`src/rtl/sfp_pkg.sv`:
```
package sfp_pkg;

  localparam int WORD_W = 32;

  function automatic int word_bytes(input logic [1:0] wsel);
    case (wsel)
      2'd0:    return 1;
      2'd1:    return 2;
      default: return 4;
    endcase
  endfunction

  function automatic int cap_entries(input logic [1:0] wsel, input int buf_bytes);
    return (buf_bytes + word_bytes(wsel) - 1) / word_bytes(wsel);
  endfunction

  function automatic logic [WORD_W-1:0] mask_word(input logic [1:0] wsel,
                                                  input logic [WORD_W-1:0] d);
    case (wsel)
      2'd0:    return {24'd0, d[7:0]};
      2'd1:    return {16'd0, d[15:0]};
      default: return d;
    endcase
  endfunction

  function automatic logic rx_irq_hit(input logic [1:0] mode, input int lvl, input int cap);
    case (mode)
      2'd0:    return lvl == 0;
      2'd1:    return lvl != 0;
      2'd2:    return 2 * lvl >= cap;
      default: return lvl >= cap;
    endcase
  endfunction

  function automatic logic tx_irq_hit(input logic [1:0] mode, input int lvl, input int cap,
                                      input logic busy);
    case (mode)
      2'd0:    return (lvl == 0) && !busy;
      2'd1:    return lvl == 0;
      2'd2:    return 2 * (cap - lvl) >= cap;
      default: return lvl < cap;
    endcase
  endfunction

endpackage

```
`src/rtl/sfp_ring.sv`:
```
module sfp_ring #(
  parameter int DEPTH = 16,
  parameter int W     = 32,
  localparam int LW   = $clog2(DEPTH + 1),
  localparam int PW   = (DEPTH > 1) ? $clog2(DEPTH) : 1
) (
  input  logic          clk,
  input  logic          rst_n,
  input  logic          flush,
  input  logic [LW-1:0] cap,
  input  logic          push,
  input  logic [W-1:0]  wdata,
  input  logic          pop,
  output logic [W-1:0]  rdata,
  output logic [LW-1:0] level,
  output logic          full,
  output logic          empty,
  output logic          push_acc,
  output logic          pop_acc
);

  logic [W-1:0]  mem [DEPTH];
  logic [PW-1:0] wr_ptr, rd_ptr;

  assign full     = level >= cap;
  assign empty    = level == '0;
  assign push_acc = push && !full && !flush;
  assign pop_acc  = pop && !empty && !flush;
  assign rdata    = mem[rd_ptr];

  always_ff @(posedge clk) begin
    if (push_acc) mem[wr_ptr] <= wdata;
  end

  always_ff @(posedge clk or negedge rst_n) begin
    if (!rst_n) begin
      wr_ptr <= '0;
      rd_ptr <= '0;
      level  <= '0;
    end else if (flush) begin
      wr_ptr <= '0;
      rd_ptr <= '0;
      level  <= '0;
    end else begin
      if (push_acc) begin
        if (int'(wr_ptr) + 1 >= int'(cap)) wr_ptr <= '0;
        else                               wr_ptr <= wr_ptr + 1'b1;
      end
      if (pop_acc) begin
        if (int'(rd_ptr) + 1 >= int'(cap)) rd_ptr <= '0;
        else                               rd_ptr <= rd_ptr + 1'b1;
      end
      case ({push_acc, pop_acc})
        2'b10:   level <= level + 1'b1;
        2'b01:   level <= level - 1'b1;
        default: level <= level;
      endcase
    end
  end

endmodule

```
`src/rtl/sfp_errs.sv`:
```
module sfp_errs (
  input  logic clk,
  input  logic rst_n,
  input  logic set_ovr,
  input  logic set_urun,
  input  logic clr,
  output logic ovr,
  output logic urun
);

  always_ff @(posedge clk or negedge rst_n) begin
    if (!rst_n) begin
      ovr  <= 1'b0;
      urun <= 1'b0;
    end else begin
      ovr  <= set_ovr  || (ovr  && !clr);
      urun <= set_urun || (urun && !clr);
    end
  end

endmodule

```
`src/rtl/serial_fifo_pair.sv`:
```
module serial_fifo_pair #(
  parameter int BUF_BYTES = 16
) (
  input  logic                               clk,
  input  logic                               rst_n,
  input  logic                               enable,
  input  logic [1:0]                         word_sel,
  input  logic [3:0]                         irq_ctrl,
  input  logic                               framed,
  input  logic                               err_clear,
  input  logic                               tx_push,
  input  logic [31:0]                        tx_wdata,
  input  logic                               rx_pop,
  output logic [31:0]                        rx_rdata,
  input  logic                               eng_tx_req,
  output logic [31:0]                        eng_tx_data,
  output logic                               eng_tx_valid,
  input  logic                               eng_busy,
  input  logic                               eng_rx_push,
  input  logic [31:0]                        eng_rx_data,
  output logic                               tx_full,
  output logic [$clog2(BUF_BYTES+1)-1:0]     tx_level,
  output logic [$clog2(BUF_BYTES+1)-1:0]     rx_level,
  output logic                               tx_irq,
  output logic                               rx_irq,
  output logic [31:0]                        status_word
);
  import sfp_pkg::*;

  localparam int LW = $clog2(BUF_BYTES + 1);

  logic [1:0]    word_sel_q;
  logic          flush_evt;
  logic [LW-1:0] cap;
  logic [31:0]   tx_head, rx_head;
  logic          tx_empty, rx_empty, rx_full;
  logic          tx_push_acc, tx_pop_acc, rx_push_acc, rx_pop_acc;
  logic          rx_ovr_evt, tx_urun_evt;
  logic          ovr_flag, urun_flag;

  always_ff @(posedge clk or negedge rst_n) begin
    if (!rst_n) word_sel_q <= 2'd0;
    else        word_sel_q <= word_sel;
  end

  assign flush_evt   = !enable || (word_sel != word_sel_q);
  assign cap         = LW'(cap_entries(word_sel, BUF_BYTES));
  assign rx_ovr_evt  = eng_rx_push && rx_full && !flush_evt;
  assign tx_urun_evt = framed && eng_tx_req && tx_empty && !flush_evt;

  sfp_ring #(.DEPTH(BUF_BYTES), .W(32)) u_tx_ring (
    .clk      (clk),
    .rst_n    (rst_n),
    .flush    (flush_evt),
    .cap      (cap),
    .push     (tx_push),
    .wdata    (mask_word(word_sel, tx_wdata)),
    .pop      (eng_tx_req),
    .rdata    (tx_head),
    .level    (tx_level),
    .full     (tx_full),
    .empty    (tx_empty),
    .push_acc (tx_push_acc),
    .pop_acc  (tx_pop_acc)
  );

  sfp_ring #(.DEPTH(BUF_BYTES), .W(32)) u_rx_ring (
    .clk      (clk),
    .rst_n    (rst_n),
    .flush    (flush_evt),
    .cap      (cap),
    .push     (eng_rx_push),
    .wdata    (mask_word(word_sel, eng_rx_data)),
    .pop      (rx_pop),
    .rdata    (rx_head),
    .level    (rx_level),
    .full     (rx_full),
    .empty    (rx_empty),
    .push_acc (rx_push_acc),
    .pop_acc  (rx_pop_acc)
  );

  sfp_errs u_errs (
    .clk      (clk),
    .rst_n    (rst_n),
    .set_ovr  (rx_ovr_evt),
    .set_urun (tx_urun_evt),
    .clr      (err_clear),
    .ovr      (ovr_flag),
    .urun     (urun_flag)
  );

  assign rx_rdata     = mask_word(word_sel, rx_head);
  assign eng_tx_data  = mask_word(word_sel, tx_head);
  assign eng_tx_valid = !tx_empty;

  assign rx_irq = rx_irq_hit(irq_ctrl[1:0], int'(rx_level), int'(cap));
  assign tx_irq = tx_irq_hit(irq_ctrl[3:2], int'(tx_level), int'(cap), eng_busy);

  always_comb begin
    status_word        = '0;
    status_word[5]     = rx_empty;
    status_word[6]     = ovr_flag;
    status_word[8]     = urun_flag;
    status_word[20:16] = 5'(tx_level);
    status_word[28:24] = 5'(rx_level);
  end

endmodule

```
`config.mk`:
```
export PLATFORM = sky130hd
export DESIGN_NAME = serial_fifo_pair
export DESIGN_NICKNAME = d
export VERILOG_FILES = /design/src/rtl/sfp_pkg.sv /design/src/rtl/sfp_ring.sv /design/src/rtl/sfp_errs.sv /design/src/rtl/serial_fifo_pair.sv
export SDC_FILE = /design/constraint.sdc
export NUM_CORES = 1
export LEC_CHECK = 0
export BUFFER_PORTS_ARGS = -buffer_cell sky130_fd_sc_hd__buf_2
export CAP_MARGIN = 10
export CORE_ASPECT_RATIO = 0.75
export CORE_MARGIN = 2
export CORE_UTILIZATION = 55
export CTS_CLUSTER_SIZE = 30
export DETAILED_ROUTE_END_ITERATION = 10
export HOLD_SLACK_MARGIN = 0.06
export PLACE_DENSITY = 0.75
export SLEW_MARGIN = 5
export SYNTH_ARGS = -nofsm -noshare
export SYNTH_HDL_FRONTEND = slang
export SYNTH_SLANG_ARGS = --single-unit
```
`constraint.sdc`:
```
create_clock -name clk -period 5.2 [get_ports clk]
set_clock_uncertainty 0.05 [all_clocks]
set_input_delay 0.52 -clock clk [delete_from_list [all_inputs] [get_ports clk]]
set_output_delay 0.52 -clock clk [all_outputs]
set_load 0.02 [all_outputs]
```
; Word-level counts from Yosys, hierarchy flattened
; Memories as Yosys holds them, arrays and structs flattened.
; Cells that the tools add are included.
[totals]
register_bits = 30
mem_bits_rw = 1024
input_bits = 80
out_inout_bits = 110
elab_cells = 115
n_memories = 2
[mem_list]
columns = memory, depth, width, read_ports, rd_clocked_by_memory_dff, write_ports, line_no
row1 = u_rx_ring.mem, 16, 32, 1, 0, 1, sfp_ring.sv:22  ; logic [W-1:0] mem [DEPTH];
row2 = u_tx_ring.mem, 16, 32, 1, 0, 1, sfp_ring.sv:22
[classes]
add_sub_neg = 15
div_mod_pow = 1
order_cmp = 10
eq_ne = 10
n_mux = 27
reduce_logical = 41
[ops]
columns = operator, n
row1 = one-hot mux 32 bit (2 select lines), 4
row2 = greater-or-equal comparator 32 x 6 -> 1 bit, 4
row3 = two-way mux 4 bit, 12
row4 = "adder 6 x 32 -> 32 bit, first input constant", 1
row5 = divider 32 x 32 -> 32 bit, 1
row6 = "subtractor 32 x 2 -> 32 bit, second input constant", 1
row7 = "adder 4 x 1 -> 5 bit, second input constant", 4
row8 = zero test 5 bit, 4
row9 = one-hot mux 5 bit (2 select lines), 2
row10 = "adder 4 x 1 -> 4 bit, second input constant", 4
row11 = logical AND 1 bit, 16
row12 = greater-or-equal comparator 5 bit, 3
row13 = "adder 5 x 1 -> 5 bit, second input constant", 2
row14 = "== test 2 x 1 -> 1 bit, second input constant", 5
row15 = two-way mux 5 bit, 2
row16 = "subtractor 5 x 1 -> 5 bit, second input constant", 2
row17 = "== test 2 bit, second input constant", 4
row18 = zero test 1 bit, 8
row19 = nonzero test 2 bit, 4
row20 = greater-or-equal comparator 7 x 6 -> 1 bit, 1
row21 = greater-or-equal comparator 6 x 5 -> 1 bit, 1
row22 = zero test 2 bit, 3
row23 = one-hot mux 1 bit (3 select lines), 2
row24 = one-hot mux 3 bit (2 select lines), 1
row25 = 7 further kinds, 13

; Longest topological paths before layout
[logic_depth]
depth_word = 12
ltp_mapped = 21

; By module
; From an unflattened synthesis, not the netlist that was laid out.
[unflattened]
cells_unflattened = 2242
hier_area_um2 = 43361.6
[by_module_without_submodules]
columns = mod, instances, cells_per_inst, area_each_um2, seq_area_each_um2
row1 = sfp_ring (u_tx_ring), 1, 1121, 20973.9, 15700.1
row2 = sfp_ring (u_rx_ring), 1, 877, 20647.3, 15700.1
row3 = serial_fifo_pair, 1, 239, 1671.6, 50.0
row4 = sfp_errs, 1, 5, 68.8, 50.0

; Worst setup path after synthesis
; OpenSTA, ideal clock, no wires.
[synth_timing]
path_kind = input port to flip-flop
from = in word_sel[0]
to = mem u_rx_ring.mem[7][0] (enable)
setup_ps = 501
t_arrival_ps = 5668
t_required_ps = 4649
setup_slack_ps = -1019
path_stages = 8
n_path_buf = 0
path_cell_list = nor2b_2 -> inv_1 -> ha_1 -> ha_1 -> and3_1 -> a221oi_1 -> o211ai_4 -> nor4_1
[synth_via]
elab_chain_len = 11
elab_cells_between_ends = 15
cone_classes = add/sub: 2 / div: 1 / order compare: 1 / eq/ne: 2 / mux: 3 / reduce/logical: 6
[synth_lines]
columns = item, line_no
row1 = "start, declared", serial_fifo_pair.sv:7  ; input logic [1:0] word_sel,
row2 = == test 2 x 1 -> 1 bit or zero test 2 bit (tied branches), sfp_pkg.sv:6  ; case (wsel)
row3 = one-hot mux 3 bit (2 select lines), sfp_pkg.sv:6
row4 = adder 6 x 32 -> 32 bit, sfp_pkg.sv:14  ; return (buf_bytes + word_bytes(wsel) - 1) / word_bytes(wsel);
row5 = subtractor 32 x 2 -> 32 bit, sfp_pkg.sv:14
row6 = divider 32 x 32 -> 32 bit, sfp_pkg.sv:14
row7 = greater-or-equal comparator 5 bit, sfp_ring.sv:25  ; assign full = level >= cap;
row8 = zero test 1 bit, sfp_ring.sv:27  ; assign push_acc = push && !full && !flush;
row9 = logical AND 1 bit, sfp_ring.sv:27
row10 = logical AND 1 bit (*), sfp_ring.sv:27
row11 = two-way mux 1 bit (*), sfp_ring.sv:32  ; if (push_acc) mem[wr_ptr] <= wdata;
row12 = two-way mux 1 bit (implied by the code) (*), sfp_ring.sv:32
row13 = "end, declared", sfp_ring.sv:22
; Every way passes the cells marked *; elsewhere a longest branch is shown, timed or not.

; Worst setup path after layout
[layout_timing]
from = in word_sel[1]
to = out tx_irq
[layout_via]
elab_chain_len = 8
elab_cells_between_ends = 10
cone_classes = add/sub: 3 / div: 1 / order compare: 2 / eq/ne: 1 / mux: 2 / reduce/logical: 1
[layout_lines]
columns = item, line_no
row1 = == test 2 x 1 -> 1 bit or zero test 2 bit (tied branches), sfp_pkg.sv:6
row2 = one-hot mux 3 bit (2 select lines) (*), sfp_pkg.sv:6
row3 = adder 6 x 32 -> 32 bit, sfp_pkg.sv:14
row4 = subtractor 32 x 2 -> 32 bit, sfp_pkg.sv:14
row5 = divider 32 x 32 -> 32 bit (*), sfp_pkg.sv:14
row6 = subtractor 5 x 5 -> 6 bit, sfp_pkg.sv:40  ; 2'd2: return 2 * (cap - lvl) >= cap;
row7 = greater-or-equal comparator 7 x 6 -> 1 bit, sfp_pkg.sv:40
row8 = one-hot mux 1 bit (3 select lines) (*), sfp_pkg.sv:37  ; case (mode)
row9 = "end, declared", serial_fifo_pair.sv:24  ; output logic tx_irq,
; Marked as above.

==> impl_metrics.csv <==
group,metric,value,unit
outcome,status,"completed",
global_route,grt_start_max_net_pins,96,
place,preCtsSetupSlack,0.3998,ns
worst_setup_path,element_type_at_the_critical_path_start,"input pin",
logic_synthesis,ys_warn_count,0,
floorplanning,fp.dieW,325.4,um
clock_tree,clockBufferDepth,3,
power,power_density,350.8,nW/um2
global_route,globalRouteTotalUtil,0.2273,
logic_synthesis,dominantRegCellSynth,"sky130_fd_sc_hd__edfxtp_1",
detailed_routing,drt_wl_total,89.70,mm
final_layout,layoutNonFillerInstCount,3395,
worst_setup_path,cp_data_arrival_time,4.27,ns
place,dp_cells,3214,
worst_setup_path,critPathMaxFanout,10,
detailed_routing,drt_first_pass_iters,5,
final_layout,finalInstanceArea,48080,um2
detailed_routing,routedWlPerCell,26.42,um
clock_tree,worstSkewPairLatency,0.65,ns
logic_synthesis,synth_async_sr_flop_share,0.02846,
detailed_routing,viasPerCell,6.125,
floorplanning,floorplan.initialDensity,0.5544,
clock_tree,clockRootBuffer,"sky130_fd_sc_hd__clkbuf_16",
timing,setup_viol,0,
detailed_routing,drc,0,
floorplanning,top_level_ports,190,
timing,fin_crit_sh,0.9300,
detailed_routing,routed-via-count,20800,
timing,max_freq,206.8,MHz
logic_synthesis,post_synth.cell_area_avg,20.64,um2
detailed_routing,drtAntennaViolNets,0,
timing,maxSlewViolCount,0,
worst_setup_path,critical_path_class,"input pin to output pin",
final_layout,layout-area-overhead-vs-synth,12.85,%
logic_synthesis,post_synthesis_cell_area,42610,um2
logic_synthesis,post_synth_edffs,1024,
power,static-leakage-power,0.01528,uW
timing,worstMarginPinSlew,1.122,ns
detailed_routing,detailedRoute.firstIterationViolations,2314,
timing,slew_headroom,0.2518,
global_route,grt_first_pass_wirelength,135.3,mm
clock_tree,worst_setup_hold_path_clk_slew,0.06,ns
timing,rsz0062_at_grt,"no",
final_layout,finalNetCount,2418,
place,count_of_port_buffers_added_during_placement,170,
timing,finalWorstSetupSlack,0.3640,ns
global_route,global_route.overflow_total,0,
clock_tree,cts_buffers,97,
worst_setup_path,worst-endpoint-required,4.63,ns
global_route,antenna_found_initial,5,
clock_tree,cts.sinks,1054,
logic_synthesis,synth_cell_type_count,64,
logic_synthesis,netlist_instances,2064,
timing,finalCriticalPeriod,4.836,ns
timing,hold_viol_final,0,
clock_tree,tritoncts,"built",
worst_hold_path,worstHoldPathType,"input pin to flop",
floorplanning,rows,88,
floorplanning,fp.dieH,245.0,um
floorplanning,placeable_core_area,76850,um2
clock_tree,h-tree-depth,3,
place,detailed_place_hpwl,50.56,mm
timing,total_neg_setup_slack,0,ns
global_route,grt_pass1_vias,21350,
place,place_area,44940,um2
logic_synthesis,synth.ff_latch_count,1054,
floorplanning,design.die.area,79740,um2
worst_setup_path,setup.worst_path.end_class,"output pin",
logic_synthesis,synth-seq-area-share,0.7393,
power,report.power.total,16870,uW
place,routabilityCongestion,0.8185,
final_layout,final.fill_count,5196,
flow_run,max_cap_viol_count,0,
power,vdd_drop_max,0.2371,mV
final_layout,final_layout_size_suffix_gt1_frac,0.2998,
[final cells by class]
class,count,area (um2),area share
multi-input combinational,863,10510,0.2186
sequential,1054,31520,0.6555
tap,1035,1295,0.02693
clock buffer,122,2614,0.05436
inverter,33,123.9,0.002576
timing repair buffer,233,1534,0.03190
clock inverter,53,483.0,0.01004
antenna,2,5.005,0.0001041
[critical path: stages]
cell                            delay, ns
sky130_fd_sc_hd__dlygate4sd3_1       0.54
sky130_fd_sc_hd__buf_2               0.16
sky130_fd_sc_hd__nor2b_2             0.36
sky130_fd_sc_hd__inv_1               0.12
sky130_fd_sc_hd__ha_2                0.49
sky130_fd_sc_hd__nand2b_1            0.09
sky130_fd_sc_hd__a21o_1              0.21
sky130_fd_sc_hd__nand3_1             0.24
sky130_fd_sc_hd__inv_1               0.11
sky130_fd_sc_hd__ha_1                0.19
sky130_fd_sc_hd__nor2b_1             0.11
sky130_fd_sc_hd__o21a_1              0.14
sky130_fd_sc_hd__nor2_1              0.06
sky130_fd_sc_hd__xnor2_1             0.12
sky130_fd_sc_hd__ha_1                0.18
sky130_fd_sc_hd__nor3b_1             0.17
sky130_fd_sc_hd__o21ai_0             0.10
sky130_fd_sc_hd__a21oi_1             0.14
sky130_fd_sc_hd__a21oi_1             0.06
sky130_fd_sc_hd__buf_2               0.16
[placed cells by master, fill, tap and decap left out, types with 16 or more instances in the layout]
cell type	instances
sky130_fd_sc_hd__conb_1	19
sky130_fd_sc_hd__and2_1	68
sky130_fd_sc_hd__nor2_1	18
sky130_fd_sc_hd__clkbuf_1	18
sky130_fd_sc_hd__clkinv_1	21
sky130_fd_sc_hd__nor2b_1	41
sky130_fd_sc_hd__ha_1	53
sky130_fd_sc_hd__buf_2	170
sky130_fd_sc_hd__edfxtp_1	1024
sky130_fd_sc_hd__clkinv_2	18
sky130_fd_sc_hd__inv_1	33
sky130_fd_sc_hd__mux2i_1	56
sky130_fd_sc_hd__nand2_1	56
sky130_fd_sc_hd__clkbuf_16	99
sky130_fd_sc_hd__o21ai_0	39
sky130_fd_sc_hd__buf_12	16
sky130_fd_sc_hd__dfrtp_1	22
sky130_fd_sc_hd__a22oi_1	17
sky130_fd_sc_hd__a221oi_1	17
sky130_fd_sc_hd__a21oi_1	40
sky130_fd_sc_hd__buf_4	43
sky130_fd_sc_hd__mux4_2	272
[logic make-up (layout without fill, tap and decap cells)]
| logic type | count (synthesis) | count (layout) | synth area share |
|---|---|---|---|
| compound gates | 155 | 155 | 0.02405 |
| xor+xnor | 20 | 20 | 0.004728 |
| fa+ha+maj | 56 | 56 | 0.01680 |
| buf+inv | 165 | 441 | 0.01991 |
| flops | 1054 | 1054 | 0.7393 |
| mux | 341 | 341 | 0.1604 |
| other cells | 1 | 21 | 0.00008801 |
| simple gates | 272 | 272 | 0.03477 |
[flip-flops by register name (all words and copies together), names as in the netlist]
name              count
u_rx_ring.mem       512
u_tx_ring.mem       512
u_rx_ring.level       5
u_tx_ring.level       5
u_rx_ring.rd_ptr      4
u_rx_ring.wr_ptr      4
u_tx_ring.rd_ptr      4
u_tx_ring.wr_ptr      4
word_sel_q            2
u_errs.ovr            1
u_errs.urun           1
[path summary, 6_finish.rpt]
check / from / slack, ns / to / cells past startpoint
setup / recovery: word_sel[1] / 0.36 / tx_irq / 20
hold / removal: framed / 0.1 / u_errs.urun$_DFF_PN0_ / 3
setup reg to reg: u_rx_ring.level[4]$_DFFE_PN0P_ / 1.46 / u_rx_ring.level[4]$_DFFE_PN0P_ / 15
hold reg to reg: u_errs.urun$_DFF_PN0_ / 0.48 / u_errs.urun$_DFF_PN0_ / 2
max in group asynchronous: rst_n / 4.10 / u_rx_ring.rd_ptr[1]$_DFFE_PN0P_ / 2
min in group asynchronous: rst_n / 0.43 / word_sel_q[0]$_DFF_PN0_ / 2
[where the power goes]
part	leakage [uW]	switching, uW	total [uW]	internal, uW
combinational	0.00425	385	557	171
sequential	0.00951	11.5	9380	9370
clock	0.00152	3030	6940	3910
total	0.0153	3420	16900	13400
[what timing repair did]
| action | in CTS | in global routing |
|---|---|---|
| endpoints found under the hold margin | 34 | 0 |
| resized for setup | 0 | 0 |
| hold buffers | 4 | 0 |
| buffers inserted | 0 | 0 |
[synthesized netlist by cell type (24+ instances only)]
master                     count  area share
sky130_fd_sc_hd__edfxtp_1   1024        0.72
sky130_fd_sc_hd__mux4_2      272        0.14
sky130_fd_sc_hd__and2_1       81       0.012
sky130_fd_sc_hd__mux2i_1      56       0.013
sky130_fd_sc_hd__nand2_1      56      0.0049
sky130_fd_sc_hd__ha_1         54       0.016
sky130_fd_sc_hd__clkbuf_1     51      0.0045
sky130_fd_sc_hd__buf_4        47      0.0083
sky130_fd_sc_hd__nor2b_1      41      0.0060
sky130_fd_sc_hd__a21oi_1      40      0.0047
sky130_fd_sc_hd__o21ai_0      39      0.0046
sky130_fd_sc_hd__inv_1        33      0.0029
sky130_fd_sc_hd__nor2_1       33      0.0029
sky130_fd_sc_hd__dfrtp_1      30       0.018
sky130_fd_sc_hd__buf_2        24      0.0028
[layer usage]
metal,global-route usage,share of wire,vias up
met1,0.3435,0.43,10980
met4,0.05083,0.016,2
met5,0,0.000089,-
li1,-,-,8839
met3,0.03548,0.072,108
met2,0.3564,0.48,867
[metrics by stage]
step | util | hold WS (ns)
floorplan | - | 0.1744
global placement | 0.5848 | 0.4628
detailed placement | 0.5848 | 0.4754
CTS | 0.6256 | 0.06855
global route | 0.6256 | 0.08880
finish | 0.6257 | 0.09784
(Power assumes the default switching activity.)
